File: config.mk
export PLATFORM = sky130hd
export DESIGN_NAME = fp_quiet_cmp
export DESIGN_NICKNAME = d
export VERILOG_FILES = /design/src/rtl/fpc_pkg.sv /design/src/rtl/fpc_unpack.sv /design/src/rtl/fpc_relate.sv /design/src/rtl/fp_quiet_cmp.sv
export SDC_FILE = /design/constraint.sdc
export NUM_CORES = 1
export LEC_CHECK = 0
export ABC_AREA = 1
export BUFFER_PORTS_ARGS = -buffer_cell sky130_fd_sc_hd__buf_2
export CORE_ASPECT_RATIO = 1.1
export CORE_MARGIN = 2
export CORE_UTILIZATION = 50
export CTS_BUF_LIST = sky130_fd_sc_hd__clkbuf_4
export CTS_CLUSTER_SIZE = 14
export DETAILED_ROUTE_END_ITERATION = 16
export GPL_TIMING_DRIVEN = 0
export PLACE_DENSITY = 0.89
export SLEW_MARGIN = 25
export SYNTH_ARGS = -nofsm -noshare
export SYNTH_HDL_FRONTEND = slang
export SYNTH_SLANG_ARGS = --single-unit
File: constraint.sdc
create_clock -name clk -period 2.8 [get_ports clk]
set_clock_uncertainty 0.1 [all_clocks]
set_input_delay 0.42 -clock clk [delete_from_list [all_inputs] [get_ports clk]]
set_output_delay 0.42 -clock clk [all_outputs]
set_load 0.02 [all_outputs]
File: src/rtl/fpc_pkg.sv
// Shared constants and types for the quiet floating-point comparator.
// Assumes IEEE-754 binary32 and binary64 field layouts.
package fpc_pkg;
    localparam int SP_EXP = 8;
    localparam int SP_MAN = 23;
    localparam int DP_EXP = 11;
    localparam int DP_MAN = 52;
    localparam int SP_W   = 1 + SP_EXP + SP_MAN;
    localparam int DP_W   = 1 + DP_EXP + DP_MAN;
    localparam int MAG_W  = DP_W - 1;
    localparam int PRED_W = 8;
    localparam int FLAG_LO = 1;
    localparam int FLAG_HI = 5;

    typedef enum logic [1:0] {
        REL_EQ  = 2'd0,
        REL_GT  = 2'd1,
        REL_GE  = 2'd2,
        REL_RSV = 2'd3
    } rel_e;

    typedef struct packed {
        logic             sign;
        logic [MAG_W-1:0] mag;
        logic             nan;
    } opnd_t;
endpackage

File: src/rtl/fpc_unpack.sv
// Splits one operand word into sign, magnitude and a NaN marker.
// Assumes single-precision values sit in the low SP_W bits when dbl is low;
// the upper bits are then ignored. The magnitude is zero-extended.
module fpc_unpack
    import fpc_pkg::*;
(
    input  logic [DP_W-1:0] word,
    input  logic            dbl,
    output opnd_t           fields
);
    // Select field boundaries by precision and flag NaN encodings.
    always_comb begin
        if (dbl) begin
            fields.sign = word[DP_W-1];
            fields.mag  = word[MAG_W-1:0];
            fields.nan  = (&word[DP_W-2:DP_MAN]) && (|word[DP_MAN-1:0]);
        end else begin
            fields.sign = word[SP_W-1];
            fields.mag  = MAG_W'(word[SP_W-2:0]);
            fields.nan  = (&word[SP_W-2:SP_MAN]) && (|word[SP_MAN-1:0]);
        end
    end
endmodule

File: src/rtl/fpc_relate.sv
// Computes the equal and greater-than relations of two unpacked operands.
// Both relations are false when either side is unordered; zeros of either
// sign are equal. Assumes magnitudes share one width for both precisions.
module fpc_relate
    import fpc_pkg::*;
(
    input  opnd_t lhs,
    input  opnd_t rhs,
    output logic  is_eq,
    output logic  is_gt
);
    logic unord;
    logic both_zero;
    logic mag_same;
    logic lhs_bigger;
    logic rhs_bigger;

    // Magnitude comparisons shared by both relations.
    always_comb begin
        unord      = lhs.nan | rhs.nan;
        both_zero  = (lhs.mag == '0) && (rhs.mag == '0);
        mag_same   = (lhs.mag == rhs.mag);
        lhs_bigger = (lhs.mag > rhs.mag);
        rhs_bigger = (lhs.mag < rhs.mag);
    end

    // Equality: same encoding, or any pair of zeros.
    always_comb begin
        is_eq = !unord && (both_zero || (mag_same && (lhs.sign == rhs.sign)));
    end

    // Greater-than in sign-magnitude order.
    always_comb begin
        if (unord || both_zero) begin
            is_gt = 1'b0;
        end else if (lhs.sign != rhs.sign) begin
            is_gt = !lhs.sign;
        end else if (!lhs.sign) begin
            is_gt = lhs_bigger;
        end else begin
            is_gt = rhs_bigger;
        end
    end
endmodule

File: src/rtl/fp_quiet_cmp.sv
// Quiet IEEE-754 comparator with a registered result.
// Launches on cmp_valid; result, predicate and flags appear one clock later.
// Assumes a synchronous active-low reset. No relation raises a flag.
module fp_quiet_cmp
    import fpc_pkg::*;
(
    input  logic                   clk,
    input  logic                   rst_n,
    input  logic                   cmp_valid,
    input  logic [1:0]             rel,
    input  logic                   dbl,
    input  logic [DP_W-1:0]        opa,
    input  logic [DP_W-1:0]        opb,
    output logic                   res_valid,
    output logic [PRED_W-1:0]      pred,
    output logic [FLAG_HI:FLAG_LO] exc_flags
);
    logic [DP_W-1:0] raw [2];
    opnd_t           ufld [2];
    logic            rel_eq;
    logic            rel_gt;
    logic            hit;
    rel_e            rel_sel;

    assign raw[0]  = opa;
    assign raw[1]  = opb;
    assign rel_sel = rel_e'(rel);

    genvar g;
    generate
        for (g = 0; g < 2; g++) begin : g_unpack
            fpc_unpack u_unpack (
                .word   (raw[g]),
                .dbl    (dbl),
                .fields (ufld[g])
            );
        end
    endgenerate

    fpc_relate u_relate (
        .lhs   (ufld[0]),
        .rhs   (ufld[1]),
        .is_eq (rel_eq),
        .is_gt (rel_gt)
    );

    // Pick the requested relation; the reserved code answers false.
    always_comb begin
        case (rel_sel)
            REL_EQ:  hit = rel_eq;
            REL_GT:  hit = rel_gt;
            REL_GE:  hit = rel_gt | rel_eq;
            default: hit = 1'b0;
        endcase
    end

    // Register the predicate, the quiet flags and the valid pulse.
    always_ff @(posedge clk) begin
        if (!rst_n) begin
            res_valid <= 1'b0;
            pred      <= '0;
            exc_flags <= '0;
        end else begin
            res_valid <= cmp_valid;
            if (cmp_valid) begin
                pred      <= hit ? {PRED_W{1'b1}} : {PRED_W{1'b0}};
                exc_flags <= '0;
            end
        end
    end
endmodule

# After elaboration in Yosys (flattened, before gate mapping)

Cells that the tools add are included.

Input port bits: 134
Flip-flop bits (word level): 9
Output and inout port bits: 14

Bitwise gates (word level): 2
Reductions and logical operators: 22
Eq/ne operators: 5
Multiplexer cells: 7
$lt $le $gt $ge: 2

Operators by type and width:

| kind               | number |
|---|---|
| $mux 65            | 2 |
| $logic_not 63->1   | 2 |
| $reduce_or 52->1   | 2 |
| $eq 63x63->1       | 1 |
| $gt 63x63->1       | 1 |
| $lt 63x63->1       | 1 |
| $reduce_or 23->1   | 2 |
| $reduce_and 11->1  | 2 |
| $reduce_and 8->1   | 2 |
| $mux 8             | 1 |
| $logic_and 1x1->1  | 7 |
| $mux 1             | 3 |
| $pmux 1 s3         | 1 |
| $eq 2x1->1 const B | 1 |
| $eq 2x2->1 const B | 1 |
| $logic_not 1->1    | 2 |
| $logic_not 2->1    | 1 |
| $logic_or 1x1->1   | 2 |
| $or 1x1->1         | 2 |
| $eq 1x1->1         | 1 |
| $ne 1x1->1         | 1 |

# Longest topological paths before layout

Depth in word-level cells: 10
Mapped depth: 19

# Cells and area by module

Synthesis repeated with hierarchy kept, for this count alone.

Cells, all modules: 763
Area total of the unflattened synthesis: 4002.6 um^2

By module, submodules not included:

| module       | times used | area an instance (um^2) | cells an instance | sequential area each (um^2) |
|---|---|---|---|---|
| fpc_relate   | 1          | 2274.7                  | 406               | 0.0 |
| fpc_unpack   | 2          | 774.5                   | 166               | 0.0 |
| fp_quiet_cmp | 1          | 178.9                   | 25                | 40.0 |

# Least setup slack after synthesis

OpenSTA, ideal clock, no wires.

Path kind: in2reg
Start: input port dbl
End: register pred[6]
Arrival: 2.296 ns
Library setup time: 0.070 ns
Slack: 0.334 ns
Stages on the path: 17
Cell sequence: buf_6 -> buf_2 -> buf_1 -> nand2_1 -> ha_1 -> nand2_1 -> nor3_1 -> nand2_1 -> nor2_1 -> nand2_1 -> nor2_1 -> nand3_1 -> nand2_1 -> nand3_1 -> nand2_1 -> inv_1 -> a21oi_1

Word-level cells in the longest chain between the ends: 8
Elaborated cells on any way between the ends: 23
Classes of those cells: 2 x order compare; 3 x eq/ne; 7 x mux; 2 x bitwise; 9 x reduce/logical

RTL lines:

| what                                        | RTL line                           | source |
|---|---|---|
| start: declaration                          | fp_quiet_cmp.sv:11                 | `input logic dbl,` |
| $mux 65                                     | fpc_unpack.sv:13                   | `if (dbl) begin` |
| $gt 63x63->1, or another cell as far along  | fpc_relate.sv:23                   | `lhs_bigger = (lhs.mag > rhs.mag);` |
| $mux 1, or another cell as far along        | fpc_relate.sv:38                   | `end else if (!lhs.sign) begin` |
| $mux 1, or another cell as far along        | fpc_relate.sv:36                   | `end else if (lhs.sign != rhs.sign) begin` |
| $mux 1 or $logic_and 1x1->1 (tied branches) | fpc_relate.sv:34, fpc_relate.sv:29 |  |
| $or 1x1->1                                  | fp_quiet_cmp.sv:52                 | `REL_GE: hit = rel_gt \| rel_eq;` |
| $pmux 1 s3 (*)                              | fp_quiet_cmp.sv:49                 | `case (rel_sel)` |
| $mux 8 (*)                                  | fp_quiet_cmp.sv:66                 | `pred <= hit ? {PRED_W{1'b1}} : {PRED_W{1'b0}};` |
| end signal: assignment                      | fp_quiet_cmp.sv:66                 |  |
| end: declaration                            | fp_quiet_cmp.sv:15                 | `output logic [PRED_W-1:0] pred,` |

Every way passes the cells marked *; elsewhere a longest branch is shown, timed or not.
A chain may end at the register's enable or synchronous reset.

# Worst setup path in the final report

Ends and elaborated chain as after synthesis.

==> metrics list <==
- Once detail routing completed, the nets flagged for antenna violations numbered 0.
- Cell Count Post-Placement: 855
- In this run the number of H-tree levels came out at 1.
- Most frequently used cell type in the post-synthesis netlist: sky130_fd_sc_hd__nand2_1
* Cell leakage power: 0.00265 uW
* Max Used Layer: met4
* Height of the chip: 87.7 microns
* Power Density: 165 nW/um^2
* Remaining global-route overflow: 0
* Number of antenna violations at the first check in global routing: 0
- The finished layout holds 857 standard cells, fillers aside.
* Critical Path AT: 2.55 ns
- Dividing the detail-routed via count by the number of cells gives 4.94.
- Post-synthesis cell type with the largest combined area: sky130_fd_sc_hd__nand2_1
* Initial Util: 51.8%
- For the worst setup path, the data required time is 2.86 ns.
* Mux contribution to synthesized area: 0.628%
- The synthesized netlist occupies a cell area of 3190 sq um.
- The initialized floorplan defines 30 standard-cell rows.
* Router iterations before antenna repair: 5
- 148 I/O pins were placed.
- Final hold violation count: 0
* Adder-cell share of the synthesized area: 24.7%
- Global-route wire length before repair: 16,300 microns
- Syn Inst Count: 630
* Fin crit share: 89.0%
- Number of warnings reported in the yosys synthesis log: 0
* Clock buffers created by TritonCTS: 3
- Peak Freq: 401 MHz
- The routed design uses 5060 microns of met2 wire.
- Max-capacitance violation count: 0
- Maximum vdd drop: 0.0944 mV
- Bufs and invs on worst path: 4
- The synthesized netlist devotes 6.59% of its cell area to compound gates.
* Number of flops mapped to enable cells by yosys: 0
- Among all flip-flop cells after synthesis, the most frequent one is sky130_fd_sc_hd__dfxtp_1.
* Routability Congestion: 0.950
* Clock tree from TritonCTS: built
- Unrepaired setup endpoints after global routing: no
- By area, the combinational part of the netlist is dominated by simple AND/OR/NAND/NOR gates.
- Wire segments on met3 add up to 632 microns in the final route.
* Power Internal: 313 uW
* Logic gate share of total power: 84.9%
* Core region area: 6160 sq um
- Of the total power, the clock network draws 10.1%.
- XOR/XNOR Fraction of Synth Area: 0.275%
- GR Util All Layers: 28.3%
- In the synthesized netlist, the cells that appear most often are sky130_fd_sc_hd__nand2_1, sky130_fd_sc_hd__nor2_1, sky130_fd_sc_hd__inv_1.
- Post-CTS repair changed the size of 0 cells.
- After detailed routing, the wire length on met1 is 4130 microns.
* Top post-synthesis cells by area: sky130_fd_sc_hd__nand2_1, sky130_fd_sc_hd__ha_1, sky130_fd_sc_hd__nor2_1, sky130_fd_sc_hd__inv_1, sky130_fd_sc_hd__nand3_1
- Cells along the critical path: buf_6 -> buf_2 -> nand2_1 -> ha_1 -> inv_1 -> nor3_1 -> nand2_1 -> nor2_1 -> nand2_1 -> nor2_1 -> nand3_1 -> nand2_1 -> nand3_1 -> nand2_1 -> inv_1 -> a21oi_1
- Status: completed
* Slowest cell delay on critical path: 0.43 ns
- Vias post-DR: 4,235
- STA classifies the critical path startpoint as a primary input.
* Tightest Hold Check Type: in2reg
- Slowest cell on the critical path: sky130_fd_sc_hd__nor3_1
* Final routed DRC violation total: 0
- Net count of the finished layout: 976
- Fraction of layout cells with a size suffix above 1: 21.1%
* Share of Yosys cell area claimed by the top area cell type: 27.0%
- The die covers 7030 sq um.
* Count of fill cells added during filler insertion: 607
- In this run, the number of DRC markers left after iteration 0 of detailed routing was 160.
- The repair_antennas step left the layout with diodes totalling 0.
- The cell that appears most often on the critical path is sky130_fd_sc_hd__nand2_1.
* Family with the most delay on the worst path: simple AND/OR/NAND/NOR gates
- Setup violators final: 0
* Number of buffers inserted by post-CTS setup repair: 0
- Sequential elements use 1.26% of the synthesized area.
- Unique masters post-synth: 23
- Each instance of the synthesized netlist takes up on average 5.06 sq um.
* Via count of the first global-routing pass: 3,906
* Largest net degree at the start of global routing: 11
- Horizontal extent of the die: 80.1 microns
- Detailed placement ended at an HPWL of 8960 microns.
- At the later pin of the worst-skew pair, clock insertion delay measures 0.23 ns.
* Hold Worst Slack: 0.312 ns
- Category of the worst setup path capture point: register
* Minimum period implied by the final worst setup slack: 2.49 ns
- After detailed routing, the average wire length per cell comes to 11.7 microns.
- For this design, the CTS-stage hold fixing added 0 buffers.
* Total Wirelength: 10000 microns
- Number of pins exceeding their max-slew limit in the final report: 0
- Highest net fanout along the worst path: 19
- Clk slew on worst S/H paths: 0.03 ns
- Critical setup path kind: in2reg
- After synthesis the netlist holds a flip-flop and latch count of 2.
* Clock Sink Count: 2
- The cell sitting at the root of the clock tree is a sky130_fd_sc_hd__clkbuf_4.
- Share of flip-flops with an asynchronous set or reset: 0%
- PortBufs: 141
- Net switching is 53.0% of the power.
- Post-Synth Simple-Gate Area: 49.7%
- In this run the power spent charging and discharging nets is 352 uW.
- Sequential group share of total power: 5.0%
- Compared with the post-synthesis result, the final layout area differs by 26.3%.
- No sink is reached through more buffers than the 2 on the longest clock path.
## through the flow
stage / power (uW) / worst slack (ns) / cell area [sq um] / TNS, ns / utilization [%]
2_1_floorplan: 377 / 0.334 / 3200 / 0 / -
3_3_place_gp: 580 / -0.134 / 4010 / -0.134 / 65.1
3_5_place_dp: 592 / -0.197 / 4010 / -0.197 / 65.1
4_1_cts: 661 / 0.0310 / 4030 / 0 / 65.5
5_1_grt: 748 / 0.0795 / 4030 / 0 / 65.4
6_report: 665 / 0.309 / 4030 / 0 / 65.4
## layout make-up
cell class              count  area [sq um]  share of cell area, %
plain buffers              19           138                   3.42
clock buffers               3          22.5                  0.559
inverters                 104           390                   9.69
multi-input cells         508          2630                   65.3
flip-flops and latches      2          40.0                  0.994
well taps                  80           100                   2.49
repair buffers            141           706                   17.5
## kinds of logic after synthesis
kind of cell	Yosys count
AOI/OAI and AO/OA	40
xor gates and xnor gates	1
adders and majority gates	63
buffers and inverters	124
DFF	2
muxes	2
other	1
and+or+nand+nor	397
## placed cells by master (no fill, tap or decap), drive strengths merged
master	Yosys	layout
clkbuf	0	3
a21oi	24	24
buf	20	160
nand3	27	27
dfxtp	2	2
ha	63	63
nor3b	1	1
or2	2	2
o21ai	12	12
nor2	113	113
nand2	229	229
nor3	9	9
conb	1	5
nor2b	2	2
nand4	13	13
inv	104	104
a21o	4	4
xor2	1	1
mux2i	2	2
nand3b	1	1
## worst min-delay path: cells and delay by family
kind          cells  cell delay [ns]
buf+inv           2             0.14
simple gates      1             0.05
## power groups by stage
stage	clock (uW)	sequential, uW	combinational (uW)
finish	67.4	33.0	565
global route	65.6	33.4	649
CTS	65.0	33.1	563
detailed placement	0	33.4	559
global placement	0	33.1	547
floorplan	0	35.4	342
## metal layers
| metal | global-route usage (%) | up-vias |
|---|---|---|
| li1 | - | 2235 |
| met1 | 33.7 | 1823 |
| met2 | 55.2 | 158 |
| met3 | 1.86 | 19 |
| met4 | 5.70 | 0 |
| met5 | 0 | - |
## registers in the layout, indices dropped and copies added, names as in the netlist
name,count
pred,1
res_valid,1
## final timing paths
path | start | to | slack, ns | cells past startpoint
max reg2reg | pred[6] | pred[6] | 1.92 | 2
min reg2reg | pred[6] | pred[6] | 0.57 | 2
max | dbl | pred[6] | 0.31 | 16
min | rst_n | res_valid | 0.31 | 3
(Power assumes the default switching activity.)
